### src/rtl/serial_result_shifter.sv
module serial_result_shifter #(
  parameter int WIDTH     = 16,
  parameter int DCLK_HALF = 22
) (
  input  logic             clk,
  input  logic             rst_n,
  input  logic             mode_ext,
  input  logic             fmt_straight,
  input  logic             cs_n,
  input  logic             rdconv,
  input  logic             res_valid,
  input  logic [WIDTH-1:0] res_word,
  input  logic             tag_in,
  input  logic             xtick,
  output logic             sdata,
  output logic             dclk_out,
  output logic             sync_out
);

  localparam int DIVW = (DCLK_HALF > 1) ? $clog2(DCLK_HALF) : 1;
  localparam int BCW  = $clog2(WIDTH);
  localparam logic [WIDTH-1:0] SIGN_BIT = {1'b1, {(WIDTH-1){1'b0}}};

  logic [WIDTH-1:0] held, sh;
  logic [DIVW-1:0]  div;
  logic [BCW-1:0]   bitn;
  logic cmb_q, rsel_q, busy, dclk_q, tag_hold;
  logic sync_q, sync_wait, ext_run;

  logic cmb, rsel, conv_cmd, rd_start, int_go, ext_go, half_end, ext_shift, int_shift;
  logic [WIDTH-1:0] coded;

  assign cmb       = cs_n | rdconv;
  assign rsel      = ~cs_n & rdconv;
  assign conv_cmd  = cmb_q & ~cmb;
  assign rd_start  = rsel & ~rsel_q;
  assign coded     = fmt_straight ? held : (held ^ SIGN_BIT);
  assign int_go    = conv_cmd & ~mode_ext & ~busy;
  assign ext_go    = rd_start & mode_ext;
  assign half_end  = (div == DIVW'(DCLK_HALF - 1));
  assign int_shift = busy & half_end & dclk_q;
  assign ext_shift = mode_ext & ext_run & rsel & xtick & ~sync_wait;

  always_ff @(posedge clk) begin
    if (!rst_n) begin
      held   <= '0;
      cmb_q  <= 1'b0;
      rsel_q <= 1'b1;
    end else begin
      if (res_valid) held <= res_word;
      cmb_q  <= cmb;
      rsel_q <= rsel;
    end
  end

  always_ff @(posedge clk) begin
    if (!rst_n) begin
      busy     <= 1'b0;
      div      <= '0;
      bitn     <= '0;
      dclk_q   <= 1'b0;
      tag_hold <= 1'b0;
    end else if (int_go) begin
      busy     <= 1'b1;
      div      <= '0;
      bitn     <= '0;
      dclk_q   <= 1'b0;
      tag_hold <= tag_in;
    end else if (busy) begin
      if (half_end) begin
        div    <= '0;
        dclk_q <= ~dclk_q;
        if (dclk_q) begin
          if (bitn == BCW'(WIDTH - 1)) busy <= 1'b0;
          else                         bitn <= bitn + 1'b1;
        end
      end else begin
        div <= div + 1'b1;
      end
    end
  end

  always_ff @(posedge clk) begin
    if (!rst_n) begin
      ext_run   <= 1'b0;
      sync_wait <= 1'b0;
      sync_q    <= 1'b0;
    end else if (ext_go) begin
      ext_run   <= 1'b1;
      sync_wait <= 1'b1;
      sync_q    <= 1'b0;
    end else begin
      if (ext_run && (!rsel || !mode_ext)) begin
        ext_run   <= 1'b0;
        sync_wait <= 1'b0;
      end else if (ext_run && xtick && sync_wait) begin
        sync_wait <= 1'b0;
      end
      if (xtick && sync_q)
        sync_q <= 1'b0;
      else if (xtick && sync_wait && ext_run && rsel && mode_ext)
        sync_q <= 1'b1;
    end
  end

  always_ff @(posedge clk) begin
    if (!rst_n)                 sh <= '0;
    else if (int_go || ext_go)  sh <= coded;
    else if (ext_shift)         sh <= {sh[WIDTH-2:0], tag_in};
    else if (int_shift)         sh <= {sh[WIDTH-2:0], 1'b0};
  end

  assign sdata    = (mode_ext || busy) ? sh[WIDTH-1] : tag_hold;
  assign dclk_out = dclk_q;
  assign sync_out = sync_q;

endmodule


### config.mk
export PLATFORM = sky130hd
export DESIGN_NAME = serial_result_shifter
export DESIGN_NICKNAME = d
export VERILOG_FILES = /design/src/rtl/serial_result_shifter.sv
export SDC_FILE = /design/constraint.sdc
export NUM_CORES = 1
export LEC_CHECK = 0
export ABC_AREA = 1
export BUFFER_PORTS_ARGS = -buffer_cell sky130_fd_sc_hd__buf_2
export CORE_MARGIN = 3
export CORE_UTILIZATION = 40
export DETAILED_ROUTE_END_ITERATION = 7
export REMOVE_ABC_BUFFERS = 1
export SLEW_MARGIN = 20
export SYNTH_ARGS = -nofsm -noshare
export SYNTH_HDL_FRONTEND = slang
export SYNTH_SLANG_ARGS = --single-unit
### constraint.sdc
create_clock -name clk -period 1.5 [get_ports clk]
set_input_delay 0.075 -clock clk [delete_from_list [all_inputs] [get_ports clk]]
set_output_delay 0.075 -clock clk [all_outputs]
set_load 0.05 [all_outputs]
* Word level (Yosys, flattened, before mapping) *
Cells that the tools add are included.

storage, ports and cells
  flip-flop bits (word level) = 49

cells by class
  bitwise logic cells = 23
  mux-type cells = 16
  reductions and logical operators = 20
  $add $sub $neg = 2
  equality and inequality tests = 2

operators with widths
  operator             number
  $mux 16              4
  $and 1x1->1          12
  $mux 1               11
  $not 1->1            10
  $logic_and 1x1->1    8
  $reduce_bool 3->1    2
  $add 5x1->5 const B  1
  $eq 5x5->1 const B   1
  $mux 5               1
  $add 4x1->4 const B  1
  $eq 4x4->1 const B   1
  $reduce_and 4->1     1
  $logic_or 1x1->1     3
  $reduce_or 3->1      1
  $logic_not 1->1      2
  $reduce_and 2->1     1
  $reduce_bool 2->1    1
  $reduce_or 2->1      1
  $or 1x1->1           1

* Longest topological paths before layout *
Gate-level depths: netlist (run 1).

  word-level depth = 7
  mapped depth = 10

* Worst setup path before layout (run 1) *
No wires, ideal clock.

  path type = register to output
  from = register busy
  to = output port sdata
  path buffers = 1
  stages on the path, launching flop included = 4
  data arrival time = 1580 ps
  setup slack = -155 ps
  cells stage by stage = dfxtp_1 > buf_6 > nor2_4 > o21ai_0

on the way
  cells in the longest elaborated chain, start to end = 2

ends and longest elaborated chain
  what                    line  RTL
  from (decl)             27    logic cmb_q, rsel_q, busy, dclk_q, tag_hold;
  from (signal assigned)  58    busy <= 1'b0;
  from (signal assigned)  64    busy <= 1'b1;
  from (signal assigned)  74    if (bitn == BCW'(WIDTH - 1)) busy <= 1'b0;
  $logic_or 1x1->1        113   assign sdata = (mode_ext || busy) ? sh[WIDTH-1] : tag_hold;
  $mux 1                  113
  to (decl)               15    output logic sdata,

No other way between the ends.

* Worst setup path after layout (run 1) *
Same ends and word-level chain as after synthesis.

==> parameters.txt, run 1 <==
Parameter                              Value

Power and ir drop
  Share of total power in sequential cells ... 0.559
  Clk network pwr share ... 0.313
  Int Pwr ... 1830 µW
  Max rail drop VDD ... 0.539 mV
  Static leakage ... 0.00135 µW
  PwrDens ... 858 nW/µm²
  Switch share ... 0.268
  Net switching power ... 669 µW
  Proportion of power drawn by combinational gates ... 0.128
  Final Total Pwr ... 2500 µW

Global routing
  Pin count of the biggest net entering global routing ... 31
  Overflow after GRT ... 0
  Global-route wire length before repair ... 8.83 mm
  Total Routing Usage GR ... 0.148
  Number of antenna violations at the first check in global routing ... 0
  Vias in the first global route ... 1967

Floorplan
  Initial cell density of the core ... 0.429
  Die Ht ... 84.3 µm
  Width of the chip ... 84.3 µm
  Row count ... 27
  Die outline area ... 7100 µm²
  I/O pins ... 28
  Placeable core region ... 5710 µm²

CTS
  Clock transition at the registers of the reported paths ... 0.09 ns
  Clock buffer count from CTS ... 5
  Number of H-tree branching levels ... 2
  Clock latency reported for the late side of the worst-skew pair ... 0.30 ns
  CTS Buffer Depth ... 2
  Cell at the root of the clock tree ... clkbuf_8
  Count of clock tree sinks ... 49
  Clock tree from TritonCTS ... done

Cells and area
  Most frequent cells in the layout ... 65 x nor2_1, 63 x nand2_1, 47 x dfxtp_1, 28 x inv_1, 26 x buf_2
  Post-layout util ... 0.510
  Antenna Cells ... 0
  Final non-filler cell total ... 452
  Synth-to-Final Area Change ... 18.8%
  Register cell area after layout ... 983 µm²
  Share of cells above drive strength 1 ... 0.253
  Leading cell type in the layout, fill and taps excluded ... nor2_1
  Area occupied by multi-input gates ... 1260 µm²
  Total of fill cells in the finished design ... 586
  Nets ... 407

Logic synthesis
  Fraction of post-synthesis cell area in the top cell type by area ... 0.400
  Seq/Total Area, Yosys ... 0.400
  Count of cell types in the netlist ... 30
  Yosys synthesis warning count ... 0
  Cell taking the most area after synthesis ... dfxtp_1
  Biggest area contributors in the synthesized netlist ... dfxtp_1 40%, nor2_1 11%, nand2_1 9.8%
  Compound-Gate Fraction of Synth Area ... 0.0715
  XOR/XNOR Fraction of Synth Area ... 0.0179
  Dominant combinational cell family by area after synthesis ... simple AND/OR/NAND/NOR gates
  Post-synthesis cell area ... 2450 µm²
  Post-Syn Instances ... 335
  Arithmetic-cell share of the synthesized area counting full adders, half adders and majority gates ... 0.0153
  Count of state elements after synthesis ... 49
  Simple logic cell fraction of the synthesized area ... 0.397
  Post-synthesis mux area share ... 0
  Per-instance average area after synthesis ... 7.32 µm²

Worst setup path
  Nature of the critical path startpoint ... flip-flop
  Maximum fanout encountered on the critical timing path ... 3
  Required time at the endpoint of the critical path ... 1.42 ns
  Data arrival time of the critical path ... 1.34 ns
  Type of the worst setup path ... flip-flop to output pin
  Type of destination of the critical path ... output pin

Placement
  Number of I/O port buffers ... 27
  Post-place setup slack ... -0.0185 ns
  Routability cong. ... 0.729
  Placed cells ... 426
  Post-detail-place hpwl ... 3.21 mm

Route
  Detail-routed net length per standard cell ... 10.9 µm
  Detailed-route via count ... 2091
  DRC violations left ... 0
  Total Wirelength ... 4.94 mm
  Initial DRC count ... 78
  Detailed-routing iteration count for the pre-antenna-repair pass ... 4
  Routed via count divided by cell count ... 4.63
  Count of antenna-violating nets left after detailed routing ... 0

Timing
  Transition time at the pin with the least slew margin ... 0.477 ns
  Total negative slack ... 0 ns
  Final critical-path required period ... 1.41 ns
  Setup Viol. Count Final ... 0
  Max Clock Skew ... 0.0100 ns
  Setup slack of the critical path after layout ... 0.0871 ns
  F_max ... 0.708 GHz
  Final hold violation count ... 0
  Setup repair after global routing missed its margin ... yes
  Fraction of the cycle the final worst path needs ... 0.942
  Relative slew margins ... 0.681
  Final Max Slew Viols ... 0

Outcome
  Run status ... completed

Run
  # Max-Cap Violations ... 0

Min path
  Type of the worst min-delay path ... primary input to flip-flop
## cell families after synthesis
family,after synthesis
and+or+nand+nor,199
buffers and inverters,46
AOI/OAI and AO/OA,33
adders and majority gates,3
DFF,49
xor gates and xnor gates,5
## worst max-delay path, cell delays in order (launching register included)
cell and delay [ns]:
dfxtp_1 0.38, nor2_4 0.06, buf_4 0.14, o21ai_0 0.19, clkbuf_4 0.27
## power by group through the flow
stage	clock network, µW	registers, µW	logic [µW]
2_1_floorplan	0	1420	182
3_3_place_gp	0	1420	272
3_5_place_dp	0	1430	275
4_1_cts	816	1400	316
5_1_grt	867	1400	367
6_report	782	1400	320
## synth_stat cells
master     n
o21ai_0   20
nor3_1     2
nand2_2   23
xnor2_1    2
nand4_1   17
buf_2      2
nand2_8    1
nor2_2     6
ha_1       3
or2_2      1
buf_8      1
o211a_1    1
inv_1     29
a211oi_1   1
inv_2      3
nand2_1   64
nor2_1    70
buf_6      3
a21oi_1   10
nand3_2    1
dfxtp_1   49
buf_12     2
nand2_4    2
clkbuf_1   6
nor3b_1    1
xor2_1     3
nand3_4    1
o211ai_1   1
nand3_1    4
nor2_4     6
## metal layers
layer,up-vias,global-route usage,part of all wire
met5,-,0,0
li1,1134,-,-
met4,0,0.0439,0.010
met2,33,0.237,0.43
met1,919,0.199,0.52
met3,5,0.0314,0.038
## sequential cells by signal (all words and copies together), names as in the netlist
register   flops
bitn           4
busy           1
cmb_q          1
dclk_out       1
div            5
ext_run        1
held          16
rsel_q         1
sh            16
sync_out       1
sync_wait      1
tag_hold       1
## what timing repair did
item,4_1_cts,5_1_grt
hold endpoints to repair,16,0
endpoints found under the setup margin,16,17
resized for setup,1,12
hold buffers,16,0
pin swaps,2,2
gates cloned,1,0
buffers inserted,1,0
## path summary, 6_finish.rpt
check | from | to | slack (ns) | cells past startpoint
setup / recovery | busy | sdata | 0.09 | 4
hold / removal | rst_n | rsel_q | 0.03 | 2
setup reg to reg | div[1] | sh[2] | 0.10 | 10
hold reg to reg | div[1] | div[1] | 0.48 | 2
## per-stage QoR
step	hold WS, ns	area [µm²]
floorplan	0.144	2330
global route	0.0496	2910
global placement	0.294	2600
detailed placement	0.301	2600
CTS	0.0264	2880
finish	0.0296	2910
## area by class of cell
cell class | count | share of cell area
multi-input combinational | 241 | 0.433
sequential | 49 | 0.338
timing repair buffer | 50 | 0.126
inverter | 32 | 0.0413
tap | 72 | 0.0309
clock buffer | 5 | 0.0236
clock inverter | 3 | 0.00774
Note: power is estimated with default switching activity, not from simulation.
==> run 2: changes to the inputs <==
Clock period 1.5 ns to 1.3 ns, I/O delays scaled along.
==> run 2 against run 1 <==
The flow now finishes with violations (setup timing). Critical path depth is 5 higher. Sequential share of layout area is 3.4 points lower. Clock-buffer cell count is 1 higher. Utilization is 5.9 points higher. Combinational power is 42% higher. Sequential power is 15% higher. Worst hold slack better by 0.021 ns. Cell area is 12% higher. Flip-flop and latch count stayed put. Global-route usage is 0.37 points higher. Power is 28% higher. Largest cell class unchanged.
==> parameters.txt, run 2 (synthesis results as in run 1) <==
Parameter                              Value

Power and ir drop
  Proportion of power drawn by combinational gates ... 0.142
  Share of total power in sequential cells ... 0.504
  Static leakage ... 0.00148 µW
  Max rail drop VDD ... 0.696 mV
  Clk network pwr share ... 0.355
  PwrDens ... 984 nW/µm²
  Switch share ... 0.249
  Net switching power ... 796 µW
  Int Pwr ... 2400 µW

Global routing
  Pin count of the biggest net entering global routing ... 26
  Vias in the first global route ... 1982
  Number of antenna violations at the first check in global routing ... 0
  Global-route wire length before repair ... 9.00 mm
  Total Routing Usage GR ... 0.151
  Overflow after GRT ... 0

Run
  # Max-Cap Violations ... 0

CTS
  Clock buffer count from CTS ... 5
  CTS Buffer Depth ... 2
  Clock transition at the registers of the reported paths ... 0.09 ns
  Cell at the root of the clock tree ... clkbuf_8
  Clock latency reported for the late side of the worst-skew pair ... 0.30 ns
  Number of H-tree branching levels ... 2
  Clock tree from TritonCTS ... done
  Count of clock tree sinks ... 49

Floorplan
  Die Ht ... 84.3 µm
  Initial cell density of the core ... 0.429
  Placeable core region ... 5710 µm²
  Die outline area ... 7100 µm²
  I/O pins ... 28
  Width of the chip ... 84.3 µm
  Row count ... 27

Worst setup path
  Nature of the critical path startpoint ... flip-flop
  Type of the worst setup path ... flip-flop to flip-flop
  Required time at the endpoint of the critical path ... 1.49 ns
  Maximum fanout encountered on the critical timing path ... 4
  Slowest stage cell on the critical path ... dfxtp_2
  Delay contributed by the slowest stage of the critical path ... 0.33 ns
  Type of destination of the critical path ... flip-flop
  Data arrival time of the critical path ... 1.62 ns
  Crit-path cells ... inv_2 > ha_4 > nand2_4 > nor2_4 > buf_6 > nand4_1 > buf_4 > nand2_1 > a21oi_2

Cells and area
  Final non-filler cell total ... 466
  Area of all placed cells without fillers ... 3250 µm²
  Nets ... 421
  Register cell area after layout ... 987 µm²
  Antenna Cells ... 0
  Synth-to-Final Area Change ... 32.6%
  Total of fill cells in the finished design ... 536
  Area occupied by multi-input gates ... 1390 µm²
  Registers with the highest flip-flop counts ... held (16), sh (16), div (5)
  Share of cells above drive strength 1 ... 0.335
  Most frequent cells in the layout ... 60 x nand2_1, 51 x nor2_1, 46 x dfxtp_1, 27 x inv_1
  Leading cell type in the layout, fill and taps excluded ... nand2_1

Timing
  Fraction of the cycle the final worst path needs ... 1.10
  Setup slack of the critical path after layout ... -0.124 ns
  Worst Hold Margin ... 0.0511 ns
  Setup Viol. Count Final ... 20
  Final Max Slew Viols ... 0
  Max Clock Skew ... 0.00971 ns
  Setup repair after global routing missed its margin ... yes
  Total negative slack ... -0.918 ns
  Final hold violation count ... 0
  Final critical-path required period ... 1.42 ns
  F_max ... 0.702 GHz
  Relative slew margins ... 0.680
  Transition time at the pin with the least slew margin ... 0.479 ns

Placement
  Routability cong. ... 0.771
  Post-detail-place hpwl ... 3.36 mm
  Number of I/O port buffers ... 27
  Area of placed instances ... 2700 µm²
  Placed cells ... 436

Route
  Initial DRC count ... 110
  Total Wirelength ... 5.34 mm
  Detailed-routing iteration count for the pre-antenna-repair pass ... 4
  DRC violations left ... 0
  Detail-routed net length per standard cell ... 11.5 µm
  Detailed-route via count ... 2167
  Count of antenna-violating nets left after detailed routing ... 0
  Routed via count divided by cell count ... 4.65

Min path
  Type of the worst min-delay path ... primary input to flip-flop

Outcome
  Run status ... finished with violations
  Violations in the final reports ... setup timing
[run 2: changes by cell type in the layout (fill, tap and decap cells not counted), sizes merged]
cell	previous run	this run
buf	33	48
clkinvlp	3	1
bufinv	0	1
clkbuf	6	7
nor2	83	82
[run 2: what timing repair did]
action | in CTS | in global routing
pin swaps | 8 | 29
gates cloned | 0 | 1
setup endpoints to repair | 21 | 25
buffers inserted | 6 | 0
gates resized for setup | 21 | 35
endpoints found under the hold margin | 16 | 0
hold buffers | 16 | 0
[run 2: layout make-up]
type                    instances  area share
inverters                      32      0.0370
multi-input cells             240       0.428
well taps                      72      0.0277
repair buffers                 65       0.167
clock inverters                 2      0.0115
clock buffers                   6      0.0254
flip-flops and latches         49       0.304
[run 2: per-stage QoR]
step,utilization,power [µW],setup WS [ns]
after CTS,0.543,3200,-0.0655
final,0.569,3200,-0.124
after global routing,0.569,3370,-0.241
after detailed placement,0.473,1990,-0.170
after floorplan,-,1850,-0.449
after global placement,0.473,1980,-0.142
[run 2: power groups by stage]
stage | combinational, µW | clock [µW] | sequential [µW]
global route | 506 | 1250 | 1620
finish | 453 | 1140 | 1610
CTS | 406 | 1180 | 1610
detailed placement | 341 | 0 | 1650
global placement | 337 | 0 | 1640
floorplan | 210 | 0 | 1640
[run 2: worst paths after layout]
path                            startpoint       to  slack (ns)  depth (start not counted)
worst max-delay path                div[1]  bitn[0]       -0.12                          9
worst min-delay path                rdconv   rsel_q        0.05                          3
worst max register to register      div[1]  bitn[0]       -0.12                          9
worst min register to register      rsel_q  ext_run        0.49                          1
[run 2: per-layer routing]
layer / global-route usage / wire length, µm / vias to the layer above / part of all wire
li1: - / - / 1164 / -
met1: 0.200 / 2610 / 961 / 0.49
met2: 0.254 / 2500 / 40 / 0.47
met3: 0.0294 / 205 / 2 / 0.038
met4: 0.0351 / 29 / 0 / 0.0054
met5: 0 / 0 / - / 0
[run 2: worst max-delay path, delay by kind of cell, from the launching register on]
family                   cells  cell delay (ns)
AO/OA/AOI/OAI                1             0.05
adder cells (fa/ha/maj)      1             0.14
buffers and inverters        3             0.40
flip-flops                   1             0.33
AND/OR/NAND/NOR              4             0.41
==> run 3: changes to the inputs <==
Settings changed: CTS_BUF_LIST set to sky130_fd_sc_hd__clkbuf_2, GPL_ROUTABILITY_DRIVEN set to 0.
==> run 3 against run 2 <==
The run still ends with setup timing left. Sequential power is essentially flat. Combinational power increased by 7.9%. Non-clock buffer count rose by 13. Highest routed layer unchanged. Clock skew up 0.023 ns. Cell area rose by 2.8%. Critical path depth did not move. Power down 8.3%. Clock-buffer cell count shrank 1.
==> parameters.txt, run 3 (synthesis results as in run 1) <==
Parameter                              Value

Route
  DRC violations left ... 0
  Count of antenna-violating nets left after detailed routing ... 0
  Detail-routed net length per standard cell ... 11.3 µm
  Routed via count divided by cell count ... 4.69
  Total Wirelength ... 5.41 mm
  Detailed-routing iteration count for the pre-antenna-repair pass ... 4
  Detailed-route via count ... 2246
  Initial DRC count ... 101

CTS
  Clock latency reported for the late side of the worst-skew pair ... 0.44 ns
  Cell at the root of the clock tree ... clkbuf_2
  Clock buffer count from CTS ... 5
  Count of clock tree sinks ... 49
  Clock transition at the registers of the reported paths ... 0.25 ns
  CTS Buffer Depth ... 2
  Clock tree from TritonCTS ... done
  Number of H-tree branching levels ... 2

Timing
  Relative slew margins ... 0.683
  Total negative slack ... -1.39 ns
  Transition time at the pin with the least slew margin ... 0.476 ns
  F_max ... 0.707 GHz
  Setup Viol. Count Final ... 21
  Fraction of the cycle the final worst path needs ... 1.09
  Final hold violation count ... 0
  Setup slack of the critical path after layout ... -0.115 ns
  Setup repair after global routing missed its margin ... yes
  Max Clock Skew ... 0.0331 ns
  Final Max Slew Viols ... 0
  Final critical-path required period ... 1.41 ns

Worst setup path
  Crit-path cells ... inv_2 > ha_4 > nand2_4 > nor2_4 > buf_6 > nand4_1 > buf_4 > nand2_2 > a21oi_2
  Maximum fanout encountered on the critical timing path ... 4
  Crit-path leading delay family ... buffers and inverters
  Data arrival time of the critical path ... 1.77 ns
  Reg-to-reg critical path startpoint ... div[1]
  Buffering stage count on the worst path with inverters included ... 3
  Type of the worst setup path ... flip-flop to flip-flop
  Nature of the critical path startpoint ... flip-flop
  Slowest stage cell on the critical path ... dfxtp_2
  Worst Reg-to-Reg Cells ... 9
  Reg2reg setup slack ... -0.11 ns
  Crit path capture ... bitn[0]
  Terminus of the critical flop-to-flop path ... bitn[0]
  Worst setup path start ... div[1]
  Number of gates on the worst path with buffers counted ... 9
  Required time at the endpoint of the critical path ... 1.66 ns
  Type of destination of the critical path ... flip-flop
  Delay contributed by the slowest stage of the critical path ... 0.38 ns

Floorplan
  Width of the chip ... 84.3 µm
  Placeable core region ... 5710 µm²
  Initial cell density of the core ... 0.429
  I/O pins ... 28
  Die outline area ... 7100 µm²
  Row count ... 27
  Die Ht ... 84.3 µm

Cells and area
  Nets ... 434
  Leading cell type in the layout, fill and taps excluded ... nand2_1
  Post-layout util ... 0.586
  Registers with the highest flip-flop counts ... held (16), sh (16), div (5)
  Most frequent cells in the layout ... 58 x nand2_1, 50 x nor2_1, 45 x dfxtp_1, 28 x nand2_2, 28 x dlygate4sd3_1
  Synth-to-Final Area Change ... 36.4%
  Area of all placed cells without fillers ... 3340 µm²
  Antenna Cells ... 0
  Share of cells above drive strength 1 ... 0.339

Placement
  Post-detail-place hpwl ... 3.36 mm
  Number of I/O port buffers ... 27
  Area of placed instances ... 2700 µm²

Global routing
  Vias in the first global route ... 2022
  Global-route wire length before repair ... 9.16 mm
  Number of antenna violations at the first check in global routing ... 0
  Total Routing Usage GR ... 0.154
  Pin count of the biggest net entering global routing ... 26
  Overflow after GRT ... 0

Outcome
  Violations in the final reports ... setup timing
  Run status ... finished with violations

Run
  # Max-Cap Violations ... 0

Power and ir drop
  Static leakage ... 0.00152 µW
  Max rail drop VDD ... 0.693 mV
  PwrDens ... 878 nW/µm²

Min path
  Type of the worst min-delay path ... primary input to flip-flop
[run 3: cell types whose count changed in the layout (fill, tap and decap cells not counted), moves of 2 or more]
cell,change
nand2_1,-2
nand2_2,+2
clkbuf_8,-6
clkbuf_2,+5
dfxtp_2,+2
dlygate4sd3_1,+12
buf_6,+2
[run 3: power breakdown]
group | internal [µW] | switching (µW)
Combinational | 238 | 251
Clock | 318 | 509
Sequential | 1580 | 42.4
[run 3: worst reg2reg max path, delay by kind of cell, from the launching register on]
kind                       cells  cell delay (ns)
buffers and inverters          3             0.40
and+or+nand+nor                4             0.39
DFF                            1             0.38
adders and majority gates      1             0.14
AOI/OAI and AO/OA              1             0.05
[run 3: how the worst min path moves through the flow]
stage                      start  cells after the start  slack, ns   endpoint
floorplan                  rst_n                      1       0.13     rsel_q
global placement     res_word[7]                      3       0.28    held[7]
detailed placement  res_word[13]                      3       0.29   held[13]
CTS                 fmt_straight                      6       0.02     sh[15]
global route            mode_ext                      5       0.06  sync_wait
finish                  mode_ext                      5       0.08  sync_wait
[run 3: what timing repair did]
action / 4_1_cts / 5_1_grt
hold buffers: 28 / 0
setup buffers: 5 / 2
resized for setup: 28 / 39
pin swaps: 10 / 22
setup endpoints to repair: 22 / 28
endpoints found under the hold margin: 26 / 0
gates cloned: 0 / 1
[run 3: layer usage]
metal,wire (µm),GRT usage,part of all wire
met5,0,0,0
met4,76,0.0439,0.014
met2,2550,0.253,0.47
met3,178,0.0314,0.033
met1,2600,0.205,0.48
[run 3: through the flow]
stage	hold WS, ns	total power [µW]	instances	setup slack, ns
2_1_floorplan	0.134	1850	321	-0.449
3_3_place_gp	0.284	1980	436	-0.142
3_5_place_dp	0.291	1990	436	-0.170
4_1_cts	0.0171	2910	477	-0.0732
5_1_grt	0.0557	3080	479	-0.285
6_report	0.0751	2930	479	-0.115
[run 3: layout make-up]
cell class	count	area [µm²]
multi-input combinational	240	1410
clock inverter	3	41.3
clock buffer	5	25.0
inverter	32	120
tap	72	90.1
sequential	49	986
timing repair buffer	78	674
fill	531	2370
